`config.mk`:
```
export PLATFORM = sky130hd
export DESIGN_NAME = pcifn_evq
export DESIGN_NICKNAME = d
export VERILOG_FILES = /design/src/rtl/pcifn_pkg.sv /design/src/rtl/pcifn_slot_table.sv /design/src/rtl/pcifn_evt_fifo.sv /design/src/rtl/pcifn_rec_fmt.sv /design/src/rtl/pcifn_evq.sv
export SDC_FILE = /design/constraint.sdc
export NUM_CORES = 2
export LEC_CHECK = 0
export BUFFER_PORTS_ARGS = -buffer_cell sky130_fd_sc_hd__buf_2
export CELL_PAD_IN_SITES_DETAIL_PLACEMENT = 1
export CELL_PAD_IN_SITES_GLOBAL_PLACEMENT = 1
export CORE_ASPECT_RATIO = 0.5
export CORE_MARGIN = 10
export CORE_UTILIZATION = 50
export DETAILED_ROUTE_END_ITERATION = 10
export PLACE_DENSITY_LB_ADDON = 0.1
export SYNTH_ARGS = -nofsm -noshare
export SYNTH_HDL_FRONTEND = slang
export SYNTH_SLANG_ARGS = --single-unit
export TNS_END_PERCENT = 1
```
`constraint.sdc`:
```
create_clock -name clk_i -period 6 [get_ports clk_i]
set_input_delay 0.3 -clock clk_i [delete_from_list [all_inputs] [get_ports clk_i]]
set_output_delay 0.3 -clock clk_i [all_outputs]
set_load 0.03 [all_outputs]
```
`src/rtl/pcifn_pkg.sv`:
```
package pcifn_pkg;
  localparam int FID_W = 32;
  localparam int FH_W  = 32;
  localparam int DET_W = 32;
  localparam int ADR_W = 64;
  localparam int PEC_W = 16;
  localparam int REC_BYTES = 26;
  localparam int REC_W = REC_BYTES * 8;
  localparam int VFLAG_BIT = 31;

  localparam logic [15:0] RSP_DONE    = 16'h0001;
  localparam logic [15:0] RSP_NOOP    = 16'h0002;
  localparam logic [15:0] RSP_UNKNOWN = 16'h0003;

  localparam logic [PEC_W-1:0] PEC_RES2STBY = 16'h0301;
  localparam logic [PEC_W-1:0] PEC_STBY2CFG = 16'h0302;
  localparam logic [PEC_W-1:0] PEC_CFG2STBY = 16'h0303;
  localparam logic [PEC_W-1:0] PEC_STBY2RES = 16'h0304;

  typedef enum logic [1:0] {
    EV_NONE  = 2'd0,
    EV_ERR   = 2'd1,
    EV_AVAIL = 2'd2
  } ev_kind_e;

  typedef struct packed {
    ev_kind_e          kind;
    logic [FID_W-1:0]  fid;
    logic [FH_W-1:0]   fh;
    logic [DET_W-1:0]  detail;
    logic [ADR_W-1:0]  addr;
    logic [PEC_W-1:0]  pec;
  } ev_t;

  function automatic ev_t mk_avail(logic [PEC_W-1:0] pec, logic [FID_W-1:0] fid,
                                   logic [FH_W-1:0] fh);
    ev_t e;
    e.kind   = EV_AVAIL;
    e.fid    = fid;
    e.fh     = fh;
    e.detail = '0;
    e.addr   = '0;
    e.pec    = pec;
    return e;
  endfunction
endpackage

```
`src/rtl/pcifn_slot_table.sv`:
```
module pcifn_slot_table
  import pcifn_pkg::*;
#(
  parameter int NUM_SLOTS = 8,
  localparam int SLOT_W = $clog2(NUM_SLOTS)
) (
  input  logic                 clk_i,
  input  logic                 rst_ni,
  input  logic [NUM_SLOTS-1:0] plug_i,
  input  logic [NUM_SLOTS-1:0] unplug_i,
  input  logic                 req_valid_i,
  input  logic                 req_deconf_i,
  input  logic [FID_W-1:0]     req_fid_i,
  output logic                 resp_valid_o,
  output logic [15:0]          resp_code_o,
  output logic [NUM_SLOTS-1:0] release_o,
  input  logic                 err_valid_i,
  input  logic [SLOT_W-1:0]    err_slot_i,
  input  logic [PEC_W-1:0]     err_code_i,
  input  logic [ADR_W-1:0]     err_addr_i,
  input  logic [DET_W-1:0]     err_detail_i,
  input  logic [FH_W-1:0]      lkh_handle_i,
  output logic                 lkh_hit_o,
  output logic [SLOT_W-1:0]    lkh_slot_o,
  input  logic [SLOT_W-1:0]    idx_i,
  output logic                 idx_hit_o,
  output logic [SLOT_W-1:0]    idx_slot_o,
  output logic                 push0_v_o,
  output ev_t                  push0_o,
  output logic                 push1_v_o,
  output ev_t                  push1_o
);

  logic [FH_W-1:0]      fh_q  [NUM_SLOTS];
  logic [FID_W-1:0]     fid_q [NUM_SLOTS];
  logic [NUM_SLOTS-1:0] cfg_q;
  logic [NUM_SLOTS-1:0] plug_pend_q, unplug_pend_q;

  function automatic logic [FH_W-1:0] slot_fh(logic [SLOT_W-1:0] s);
    logic [FH_W-1:0] h;
    h = FH_W'(s);
    h[VFLAG_BIT] = 1'b1;
    return h;
  endfunction

  // identifier lookup, populated slots only, lowest slot wins
  logic              fid_hit;
  logic [SLOT_W-1:0] fid_slot;
  always_comb begin
    fid_hit  = 1'b0;
    fid_slot = '0;
    for (int i = NUM_SLOTS - 1; i >= 0; i--) begin
      if (fh_q[i] != '0 && fid_q[i] == req_fid_i) begin
        fid_hit  = 1'b1;
        fid_slot = SLOT_W'(i);
      end
    end
  end

  always_comb begin
    lkh_hit_o  = 1'b0;
    lkh_slot_o = '0;
    for (int i = NUM_SLOTS - 1; i >= 0; i--) begin
      if (lkh_handle_i != '0 && fh_q[i] == lkh_handle_i) begin
        lkh_hit_o  = 1'b1;
        lkh_slot_o = SLOT_W'(i);
      end
    end
  end

  always_comb begin
    logic [SLOT_W:0] n;
    n          = '0;
    idx_hit_o  = 1'b0;
    idx_slot_o = '0;
    for (int i = 0; i < NUM_SLOTS; i++) begin
      if (fh_q[i] != '0) begin
        if (!idx_hit_o && n == {1'b0, idx_i}) begin
          idx_hit_o  = 1'b1;
          idx_slot_o = SLOT_W'(i);
        end
        n = n + 1'b1;
      end
    end
  end

  // hot-plug sequencer: one slot per cycle, lowest first, yields to errors
  logic [NUM_SLOTS-1:0] any_pend;
  logic                 svc_any, svc_plug, do_svc;
  logic [SLOT_W-1:0]    svc_slot;
  assign any_pend = plug_pend_q | unplug_pend_q;
  assign svc_any  = |any_pend;
  assign do_svc   = svc_any && !err_valid_i;

  always_comb begin
    svc_slot = '0;
    for (int i = NUM_SLOTS - 1; i >= 0; i--) begin
      if (any_pend[i]) svc_slot = SLOT_W'(i);
    end
  end
  assign svc_plug = plug_pend_q[svc_slot];

  logic [NUM_SLOTS-1:0] clr_plug, clr_unplug;
  always_comb begin
    clr_plug   = '0;
    clr_unplug = '0;
    if (do_svc) begin
      if (svc_plug) clr_plug[svc_slot]   = 1'b1;
      else          clr_unplug[svc_slot] = 1'b1;
    end
  end

  always_comb begin
    push0_v_o = 1'b0;
    push1_v_o = 1'b0;
    push0_o   = '0;
    push1_o   = '0;
    if (err_valid_i) begin
      push0_v_o      = 1'b1;
      push0_o.kind   = EV_ERR;
      push0_o.fid    = fid_q[err_slot_i];
      push0_o.fh     = fh_q[err_slot_i];
      push0_o.detail = err_detail_i;
      push0_o.addr   = err_addr_i;
      push0_o.pec    = err_code_i;
    end else if (do_svc && svc_plug) begin
      push0_v_o = 1'b1;
      push1_v_o = 1'b1;
      push0_o   = mk_avail(PEC_RES2STBY, FID_W'(svc_slot), slot_fh(svc_slot));
      push1_o   = mk_avail(PEC_STBY2CFG, FID_W'(svc_slot), slot_fh(svc_slot));
    end else if (do_svc) begin
      push0_v_o = 1'b1;
      if (cfg_q[svc_slot]) begin
        push1_v_o = 1'b1;
        push0_o   = mk_avail(PEC_CFG2STBY, fid_q[svc_slot], fh_q[svc_slot]);
        push1_o   = mk_avail(PEC_STBY2RES, fid_q[svc_slot], fh_q[svc_slot]);
      end else begin
        push0_o   = mk_avail(PEC_STBY2RES, fid_q[svc_slot], fh_q[svc_slot]);
      end
    end
  end

  always_ff @(posedge clk_i or negedge rst_ni) begin
    if (!rst_ni) begin
      plug_pend_q   <= '0;
      unplug_pend_q <= '0;
    end else begin
      plug_pend_q   <= (plug_pend_q & ~clr_plug) | plug_i;
      unplug_pend_q <= (unplug_pend_q & ~clr_unplug) | unplug_i;
    end
  end

  // request handling first, hot-plug service overrides on the same slot
  always_ff @(posedge clk_i or negedge rst_ni) begin
    if (!rst_ni) begin
      for (int i = 0; i < NUM_SLOTS; i++) begin
        fh_q[i]  <= '0;
        fid_q[i] <= '0;
      end
      cfg_q        <= '0;
      resp_valid_o <= 1'b0;
      resp_code_o  <= '0;
      release_o    <= '0;
    end else begin
      resp_valid_o <= req_valid_i;
      release_o    <= '0;
      if (req_valid_i) begin
        if (!fid_hit) begin
          resp_code_o <= RSP_UNKNOWN;
        end else if (req_deconf_i) begin
          if (cfg_q[fid_slot]) begin
            resp_code_o         <= RSP_DONE;
            cfg_q[fid_slot]     <= 1'b0;
            release_o[fid_slot] <= 1'b1;
          end else begin
            resp_code_o <= RSP_NOOP;
          end
        end else begin
          if (cfg_q[fid_slot]) begin
            resp_code_o <= RSP_NOOP;
          end else begin
            resp_code_o     <= RSP_DONE;
            cfg_q[fid_slot] <= 1'b1;
          end
        end
      end
      if (do_svc && svc_plug) begin
        fh_q[svc_slot]  <= slot_fh(svc_slot);
        fid_q[svc_slot] <= FID_W'(svc_slot);
        cfg_q[svc_slot] <= 1'b1;
      end else if (do_svc) begin
        fh_q[svc_slot]  <= '0;
        fid_q[svc_slot] <= '0;
        cfg_q[svc_slot] <= 1'b0;
      end
    end
  end

  p_resp_follows_req_r3: assert property (@(posedge clk_i) disable iff (!rst_ni)
    req_valid_i |=> resp_valid_o);
  p_rel_onehot_r4: assert property (@(posedge clk_i) disable iff (!rst_ni)
    $onehot0(release_o));
  p_rel_with_done_r4: assert property (@(posedge clk_i) disable iff (!rst_ni)
    (|release_o) |-> (resp_valid_o && resp_code_o == RSP_DONE));
  p_lkh_zero_miss_r7: assert property (@(posedge clk_i) disable iff (!rst_ni)
    (lkh_handle_i == '0) |-> !lkh_hit_o);
endmodule

```
`src/rtl/pcifn_evt_fifo.sv`:
```
module pcifn_evt_fifo
  import pcifn_pkg::*;
#(
  parameter int DEPTH = 8,
  localparam int PTR_W = $clog2(DEPTH),
  localparam int CNT_W = PTR_W + 1
) (
  input  logic clk_i,
  input  logic rst_ni,
  input  logic push0_v_i,
  input  ev_t  push0_i,
  input  logic push1_v_i,
  input  ev_t  push1_i,
  input  logic pop_i,
  output logic pending_o,
  output logic rd_valid_o,
  output ev_t  rd_data_o,
  output logic overflow_o
);

  ev_t              mem_q [DEPTH];
  logic [PTR_W-1:0] wr_ptr_q, rd_ptr_q;
  logic [CNT_W-1:0] cnt_q;

  function automatic logic [PTR_W-1:0] nxt(logic [PTR_W-1:0] p);
    return (p == PTR_W'(DEPTH - 1)) ? '0 : p + 1'b1;
  endfunction

  logic             acc0, acc1, do_pop, drop;
  logic [PTR_W-1:0] wa0, wa1;
  assign acc0   = push0_v_i && (int'(cnt_q) < DEPTH);
  assign acc1   = push1_v_i && (int'(cnt_q) + (acc0 ? 1 : 0) < DEPTH);
  assign drop   = (push0_v_i && !acc0) || (push1_v_i && !acc1);
  assign do_pop = pop_i && (cnt_q != '0);
  assign wa0    = wr_ptr_q;
  assign wa1    = acc0 ? nxt(wr_ptr_q) : wr_ptr_q;
  assign pending_o = (cnt_q != '0);

  always_ff @(posedge clk_i) begin
    if (acc0) mem_q[wa0] <= push0_i;
    if (acc1) mem_q[wa1] <= push1_i;
  end

  always_ff @(posedge clk_i or negedge rst_ni) begin
    if (!rst_ni) begin
      wr_ptr_q   <= '0;
      rd_ptr_q   <= '0;
      cnt_q      <= '0;
      rd_valid_o <= 1'b0;
      rd_data_o  <= '0;
      overflow_o <= 1'b0;
    end else begin
      if (acc1)      wr_ptr_q <= nxt(wa1);
      else if (acc0) wr_ptr_q <= nxt(wa0);
      if (do_pop) begin
        rd_ptr_q  <= nxt(rd_ptr_q);
        rd_data_o <= mem_q[rd_ptr_q];
      end
      rd_valid_o <= do_pop;
      cnt_q      <= cnt_q + CNT_W'(acc0) + CNT_W'(acc1) - CNT_W'(do_pop);
      if (drop) overflow_o <= 1'b1;
    end
  end

  p_count_bound_r11: assert property (@(posedge clk_i) disable iff (!rst_ni)
    int'(cnt_q) <= DEPTH);
  p_ovf_sticky_r11: assert property (@(posedge clk_i) disable iff (!rst_ni)
    overflow_o |=> overflow_o);
  p_pop_empty_r12: assert property (@(posedge clk_i) disable iff (!rst_ni)
    (pop_i && !pending_o) |=> !rd_valid_o);
  p_pending_after_push_r12: assert property (@(posedge clk_i) disable iff (!rst_ni)
    (push0_v_i && !pop_i) |=> pending_o);
endmodule

```
`src/rtl/pcifn_rec_fmt.sv`:
```
module pcifn_rec_fmt
  import pcifn_pkg::*;
(
  input  ev_t              ev_i,
  output logic [REC_W-1:0] rec_o
);
  logic [7:0]       cc;
  logic [DET_W-1:0] det;
  logic [ADR_W-1:0] adr;

  assign cc  = {6'd0, ev_i.kind};
  assign det = (ev_i.kind == EV_ERR) ? ev_i.detail : '0;
  assign adr = (ev_i.kind == EV_ERR) ? ev_i.addr : '0;
  // MSB-first packing gives network byte order on the wire
  assign rec_o = {16'(REC_BYTES), 8'd2, cc, ev_i.fid, ev_i.fh, det, adr, ev_i.pec};
endmodule

```
`src/rtl/pcifn_evq.sv`:
```
module pcifn_evq
  import pcifn_pkg::*;
#(
  parameter int NUM_SLOTS = 8,
  parameter int DEPTH = 8,
  localparam int SLOT_W = $clog2(NUM_SLOTS)
) (
  input  logic                 clk_i,
  input  logic                 rst_ni,
  input  logic [NUM_SLOTS-1:0] plug_i,
  input  logic [NUM_SLOTS-1:0] unplug_i,
  input  logic                 req_valid_i,
  input  logic                 req_deconf_i,
  input  logic [31:0]          req_fid_i,
  output logic                 resp_valid_o,
  output logic [15:0]          resp_code_o,
  output logic [NUM_SLOTS-1:0] release_o,
  input  logic                 err_valid_i,
  input  logic [SLOT_W-1:0]    err_slot_i,
  input  logic [15:0]          err_code_i,
  input  logic [63:0]          err_addr_i,
  input  logic [31:0]          err_detail_i,
  input  logic [31:0]          lkh_handle_i,
  output logic                 lkh_hit_o,
  output logic [SLOT_W-1:0]    lkh_slot_o,
  input  logic [SLOT_W-1:0]    idx_i,
  output logic                 idx_hit_o,
  output logic [SLOT_W-1:0]    idx_slot_o,
  output logic                 evt_pending_o,
  input  logic                 pop_i,
  output logic                 rec_valid_o,
  output logic [207:0]         rec_o,
  output logic                 overflow_o
);
  logic push0_v, push1_v;
  ev_t  push0, push1, rd_data;

  pcifn_slot_table #(.NUM_SLOTS(NUM_SLOTS)) u_slots (
    .clk_i, .rst_ni, .plug_i, .unplug_i,
    .req_valid_i, .req_deconf_i, .req_fid_i,
    .resp_valid_o, .resp_code_o, .release_o,
    .err_valid_i, .err_slot_i, .err_code_i, .err_addr_i, .err_detail_i,
    .lkh_handle_i, .lkh_hit_o, .lkh_slot_o,
    .idx_i, .idx_hit_o, .idx_slot_o,
    .push0_v_o(push0_v), .push0_o(push0), .push1_v_o(push1_v), .push1_o(push1)
  );

  pcifn_evt_fifo #(.DEPTH(DEPTH)) u_fifo (
    .clk_i, .rst_ni,
    .push0_v_i(push0_v), .push0_i(push0), .push1_v_i(push1_v), .push1_i(push1),
    .pop_i, .pending_o(evt_pending_o), .rd_valid_o(rec_valid_o),
    .rd_data_o(rd_data), .overflow_o
  );

  pcifn_rec_fmt u_fmt (.ev_i(rd_data), .rec_o);
endmodule

```
; ---- Word level (Yosys, flattened, before mapping)
; Memories as Yosys holds them, arrays and structs flattened. A register that Yosys moved wholly into a read port is not among the register bits.
; Cells that the tools add are included.
[totals]
out_inout_bits = 244
wordCells = 306
input_bits = 204
memories = 1
reg_bits = 573
ramBits = 1424
[mem_list]
columns = name, depth, width, read_ports, rd_clocked_by_memory_dff, wr, line_no
row1 = u_fifo.mem_q, 8, 178, 1, 1, 2, pcifn_evt_fifo.sv:21  ; ev_t mem_q [DEPTH];
[op_classes]
order_cmp = 9
mux = 153
n_bitwise = 18
add_sub_neg = 13
n_reduce_logical = 58
eq_ne = 27
[op_table]
columns = operator, count
row1 = two-way mux 178 bit, 7
row2 = two-way mux 256 bit, 4
row3 = AND 256 bit, 2
row4 = bitwise mux 256 bit, 2
row5 = equality test 32 bit, 16
row6 = binary-select mux 32 bit (select 3 bit), 4
row7 = two-way mux 32 bit, 10
row8 = nonzero test 32 bit, 9
row9 = inverter 256 bit, 1
row10 = two-way mux 3 bit, 43
row11 = two-way mux 8 bit, 15
row12 = demux 32 bit (select 3 bit), 1
row13 = two-way mux 64 bit, 1
row14 = two-way mux 1 bit, 51
row15 = OR 8 bit, 5
row16 = logical AND 1 bit, 33
row17 = adder 5 x 32 -> 32 bit, 1
row18 = AND 8 bit, 4
row19 = less-than comparator 32 x 5 -> 1 bit (second input constant), 1
row20 = two-way mux 16 bit, 2
row21 = inverter 8 bit, 4
row22 = equality test 4 x 3 -> 1 bit, 6
row23 = two-way mux 4 bit, 6
row24 = adder 4 x 1 -> 4 bit (second input constant), 5
row25 = 22 further kinds, 45

; ---- Longest topological paths before layout
[logic_depth]
ltp_word = 31
depth_mapped = 27
depth_no_buf = 27

; ---- Hierarchy
; Synthesis repeated with hierarchy kept, for this count alone.
[hier_totals]
hier_cells = 8091
area_unflattened_um2 = 114598.7
[modules_own_cells]
columns = module, area_per_inst_um2, seq_area_each_um2, cells_per_inst, instances
row1 = pcifn_evt_fifo, 77117.7, 47515.6, 4315, 1
row2 = pcifn_slot_table, 35612.9, 13688.1, 3546, 1
row3 = pcifn_rec_fmt, 1868.0, 0.0, 230, 1

; ---- Least setup slack after synthesis
; OpenSTA, ideal clock, no wires.
[synth_timing]
kind = register to output
start = register u_slots.fh_q[232] (netlist bit)
end = output port idx_slot_o[0]
slack_ns = 0.467
t_arrival_ns = 5.233
required_ns = 5.700
path_stages_with_launch = 27
cell_sequence = dfrtp_1 > nor4_1 > nand4_1 > nor2_1 > inv_1 > ha_1 > nor3_1 > nor2_1 > ha_1 > o21ai_0 > o31ai_1 > ha_1 > mux2i_1 > inv_1 > ha_1 > o21bai_1 > o31a_1 > nand2_1 > inv_1 > ha_1 > and2_1 > a31oi_1 > xnor2_1 > nor3b_1 > mux2_2 > nand2_1 > o22ai_1
[synth_via]
elab_chain_len = 30
elab_cells_between_ends = 62
classes_between = add/sub: 6 / eq/ne: 7 / mux: 34 / reduce/logical: 15
[synth_lines]
columns = item, line_no
row1 = start: declaration, pcifn_slot_table.sv:34  ; logic [FH_W-1:0] fh_q [NUM_SLOTS];
row2 = start signal: indexed assignment, pcifn_slot_table.sv:188  ; fh_q[svc_slot] <= slot_fh(svc_slot);
row3 = nonzero test 32 bit (*), pcifn_slot_table.sv:77  ; if (fh_q[i] != '0) begin
row4 = "parallel branches: the longest is 28 deep, another holds adder 4 x 1 -> 4 bit", -
row5 = two-way mux 3 bit (*), pcifn_slot_table.sv:77
row6 = end: declaration, pcifn_evq.sv:28  ; output logic [SLOT_W-1:0] idx_slot_o,
; Mark *: on every way between the ends.

; ---- Worst setup path after layout
[layout_timing]
start = register u_slots.fh_q[216] (netlist bit)
end = output port idx_slot_o[0]
[layout_via]
elab_chain_len = 26
elab_cells_between_ends = 54
classes_between = add/sub: 5 / eq/ne: 6 / mux: 30 / reduce/logical: 13
[layout_lines]
columns = item, line_no
row1 = nonzero test 32 bit (*), pcifn_slot_table.sv:77
row2 = "parallel branches: the longest is 24 deep, another holds adder 4 x 1 -> 4 bit", -
row3 = two-way mux 3 bit (*), pcifn_slot_table.sv:77
; Marks and branches as above.

==> metrics.md <==
| Metric | Value |
|---|---|
| Hold WS | 0.0740 ns |
| Total GRT Usage | 35.1% |
| Chip height | 343 um |
| # rows | 118 |
| Max Cap Violations | 0 |
| Final hold viol count | 0 |
| Layout cells sized above 1 | 16.4% |
| Cells after Synth | 9,847 |
| Least-Margin Pin Slew | 1.34 ns |
| Max clock buf depth | 4 |
| Number of flops mapped to enable cells by yosys | 552 |
| Ys flop type | dfxtp_1 |
| Pleak | 47.8 nW |
| NetSw | 0.0185 W |
| DRC Markers | 0 |
| DRT Wirelength | 415,000 um |
| Max Clock Freq | 158 MHz |
| Cell taking the most area after synthesis | dfrtp_1 |
| Final setup fails | 4 |
| Sequential share of power | 41.9% |
| Routability Congestion | 1.07 |
| Cell Pwr Density | 441 nW/um^2 |
| Number of global-route vias before repair | 86,600 |
| Final worst slack | -0.344 ns |
| Die area | 228,000 sq um |
| Core area | 207,000 sq um |
| Crit Path Class | reg2out |
| Number of DRC markers in iteration 0 | 10,400 |
| Initial antenna violation count | 19 |
| Most used cell, CP | ha_1 |
| FF-to-FF setup slack | 0.93 ns |
| Root Driver | clkbuf_16 |
| Worst hold-check path type | in2reg |
| Final critical-path share of the clock period | 106% |
| Synthesized area per cell | 10.6 sq um |
| H-tree levels | 4 |
| Number of CTS-inserted buffers | 204 |
| CTS tree | built |
| Clock Skew | 0.0592 ns |
| Layout area overhead | 12.0% |
| Synth warn | 0 |
| CP Max Fanout | 3 |
| Switching Fraction | 36.0% |
| Post-route antenna net violation count | 0 |
| Count of pins over their slew limit | 0 |
| HPWL Detailed | 259,000 um |
| DRT Pass-1 Iters | 6 |
| Combinational power share | 32.2% |
| Overall power | 0.0514 W |
| Status | finished with violations |
| Synth Register Bits | 2,161 |
| Largest net degree at the start of global routing | 203 |
| CP endpoint kind | primary output |
| Initial Util | 50.3% |
| Drt via density | 6.62 |
| Netlist cell types | 96 |
| Io pins | 448 |
| CP bufs+invs | 5 |
| CP arrival | 6.04 ns |
| Synth area leaders | dfrtp_1 18%, dfxtp_1 17%, edfxtp_1 16% |
| Critical path's largest stage delay | 0.41 ns |
| First-pass GRT wire length | 603,000 um |
| Required @ worst endpoint | 5.70 ns |
| Unrepaired setup endpoints after global routing | yes |
| Gr ovfl total | 0 |
| Crit path launch type | flop |
| Clock power frac | 25.9% |
| Slowest CP cell | dfrtp_1 |
| # port buffers | 403 |
| Family with the most delay on the worst path | adder cells |
| Top-area cell type share of the netlist area | 17.7% |
| Failing checks | setup timing |
| P_int | 0.0329 W |
| Clk Latency, worst-skew pair | 0.89 ns |
| Max VDD drop | 0.490 mV |
| Register area share after synthesis | 50.4% |
| CTS clk-pin slew, worst paths | 0.07 ns |
| Max-Slew Margin vs Limit | 7.92% |
| WL per Instance | 32.2 um |
| Num Clock Sinks | 2,161 |
| DR vias | 85,200 |
| Nets | 10,200 |
| Cell Area, Synth | 104,000 sq um |
| Die width | 665 um |
| Min Clock Period, post-route | 6.34 ns |
| Ys async rst share | 34.1% |
[synth_stat cells, types with 33 or more instances]
master,instances
o22ai_1,829
xor2_1,426
dfxtp_1,872
o22a_1,73
buf_2,130
and2_1,165
clkbuf_1,635
mux4_2,484
nor2b_1,428
nand4_1,104
edfxtp_1,552
nor4_1,217
inv_1,33
mux2i_1,310
nor2_1,966
o21ai_0,402
nand3_1,57
buf_4,133
nand2_1,1099
o211ai_1,74
nor3_1,60
xnor2_1,111
dfrtp_1,737
o221ai_1,33
buf_1,73
a21oi_1,470
[per-stage QoR]
| step | std cells | utilization, % | setup slack (ns) | instance area, sq um | setup TNS [ns] |
|---|---|---|---|---|---|
| CTS | 12900 | 56.3 | -0.268 | 116000 | -0.902 |
| floorplan | 9889 | - | 0.467 | 104000 | 0 |
| global placement | 12300 | 52.4 | 0.173 | 108000 | 0 |
| global route | 12900 | 56.3 | -0.554 | 117000 | -1.94 |
| detailed placement | 12300 | 52.4 | 0.0858 | 108000 | 0 |
| finish | 12900 | 56.3 | -0.344 | 117000 | -1.12 |
[path summary, 6_finish.rpt]
kind | start | to | cells after the start
worst min register to register | u_fifo.mem_q[4][176] | u_fifo.mem_q[4][176] | 2
min in group asynchronous | rst_ni | u_slots.fh_q[78] | 2
worst min-delay path | err_code_i[1] | u_fifo.mem_q[7][1] | 3
worst max-delay path | u_slots.fh_q[216] | idx_slot_o[0] | 28
worst max register to register | u_slots.plug_pend_q[7] | u_fifo.mem_q[0][143] | 12
max in group asynchronous | rst_ni | u_slots.fid_q[74] | 3
[placed cells by master, fill, tap and decap left out, types with 237 or more instances in the layout]
cell	n
dfxtp_1	872
xor2_1	426
nor2b_1	427
o22ai_1	828
edfxtp_1	552
buf_2	394
dfrtp_1	734
mux4_2	484
buf_4	237
o21ai_0	399
a21oi_1	466
mux2i_1	310
nor2_1	948
nand2_1	1086
[timing repair]
action                                  CTS  global route
hold buffers                            129             0
endpoints found under the hold margin   799             0
endpoints found under the setup margin    4             4
pin swaps                                14            10
resized for setup                        35            13
setup buffers                            10             5
[registers in the layout (all words and copies together), names as in the netlist, 8 cells and up]
register / cells
u_slots.plug_pend_q: 8
u_slots.fh_q: 256
u_fifo.mem_q: 1424
u_slots.release_o: 8
u_slots.fid_q: 256
u_slots.cfg_q: 8
u_slots.unplug_pend_q: 8
u_fifo.rd_data_o: 178
[cells by family (layout without fill, tap and decap cells)]
group	count (synthesis)	after routing	synth area share, %
xor gates and xnor gates	539	539	4.56
and+or+nand+nor	3222	3222	14.4
buffers and inverters	1010	1220	4.29
DFF	2161	2161	50.4
AOI/OAI and AO/OA	2065	2065	12.2
adders and majority gates	19	19	0.243
other	2	53	0.00722
muxes	829	829	13.8
[final cells by class]
| cell class | instances | area [sq um] |
|---|---|---|
| Timing Repair Buffer | 813 | 6030 |
| Clock inverter | 64 | 618 |
| Antenna cell | 9 | 22.5 |
| Tap cell | 2760 | 3450 |
| Sequential cell | 2161 | 52500 |
| Fill cell | 22000 | 90400 |
| Clock buffer | 306 | 5950 |
| Inverter | 37 | 141 |
| Multi-Input combinational cell | 6718 | 47900 |
[worst register-to-register path, cell delays in order (launching register included)]
cell,delay (ns)
dfrtp_1,0.42
nor2_1,0.07
o31ai_1,0.28
a211oi_1,0.19
o31ai_4,0.52
buf_4,0.30
and3_1,0.19
o21ai_2,0.13
nand3_2,0.38
and3_4,0.68
or2_2,0.71
buf_4,0.55
mux2_1,0.39
[power by group through the flow]
| stage | logic (W) | clock network [W] | registers, W |
|---|---|---|---|
| detailed placement | 0.0164 | 0 | 0.0218 |
| global route | 0.0178 | 0.0140 | 0.0219 |
| CTS | 0.0166 | 0.0134 | 0.0215 |
| floorplan | 0.0119 | 0 | 0.0208 |
| global placement | 0.0159 | 0 | 0.0216 |
| finish | 0.0166 | 0.0133 | 0.0215 |
[per-layer routing]
metal | part of all wire (%) | routed length [um] | vias up | GRT usage, %
met4 | 4.3 | 17800 | 22 | 13.6
met3 | 11 | 46600 | 1021 | 10.6
met1 | 40 | 167000 | 43700 | 47.5
met2 | 44 | 183000 | 4724 | 53.3
li1 | - | - | 35700 | -
met5 | 0.041 | 172 | - | 0
No activity file was read; power rests on OpenSTA's default activity.
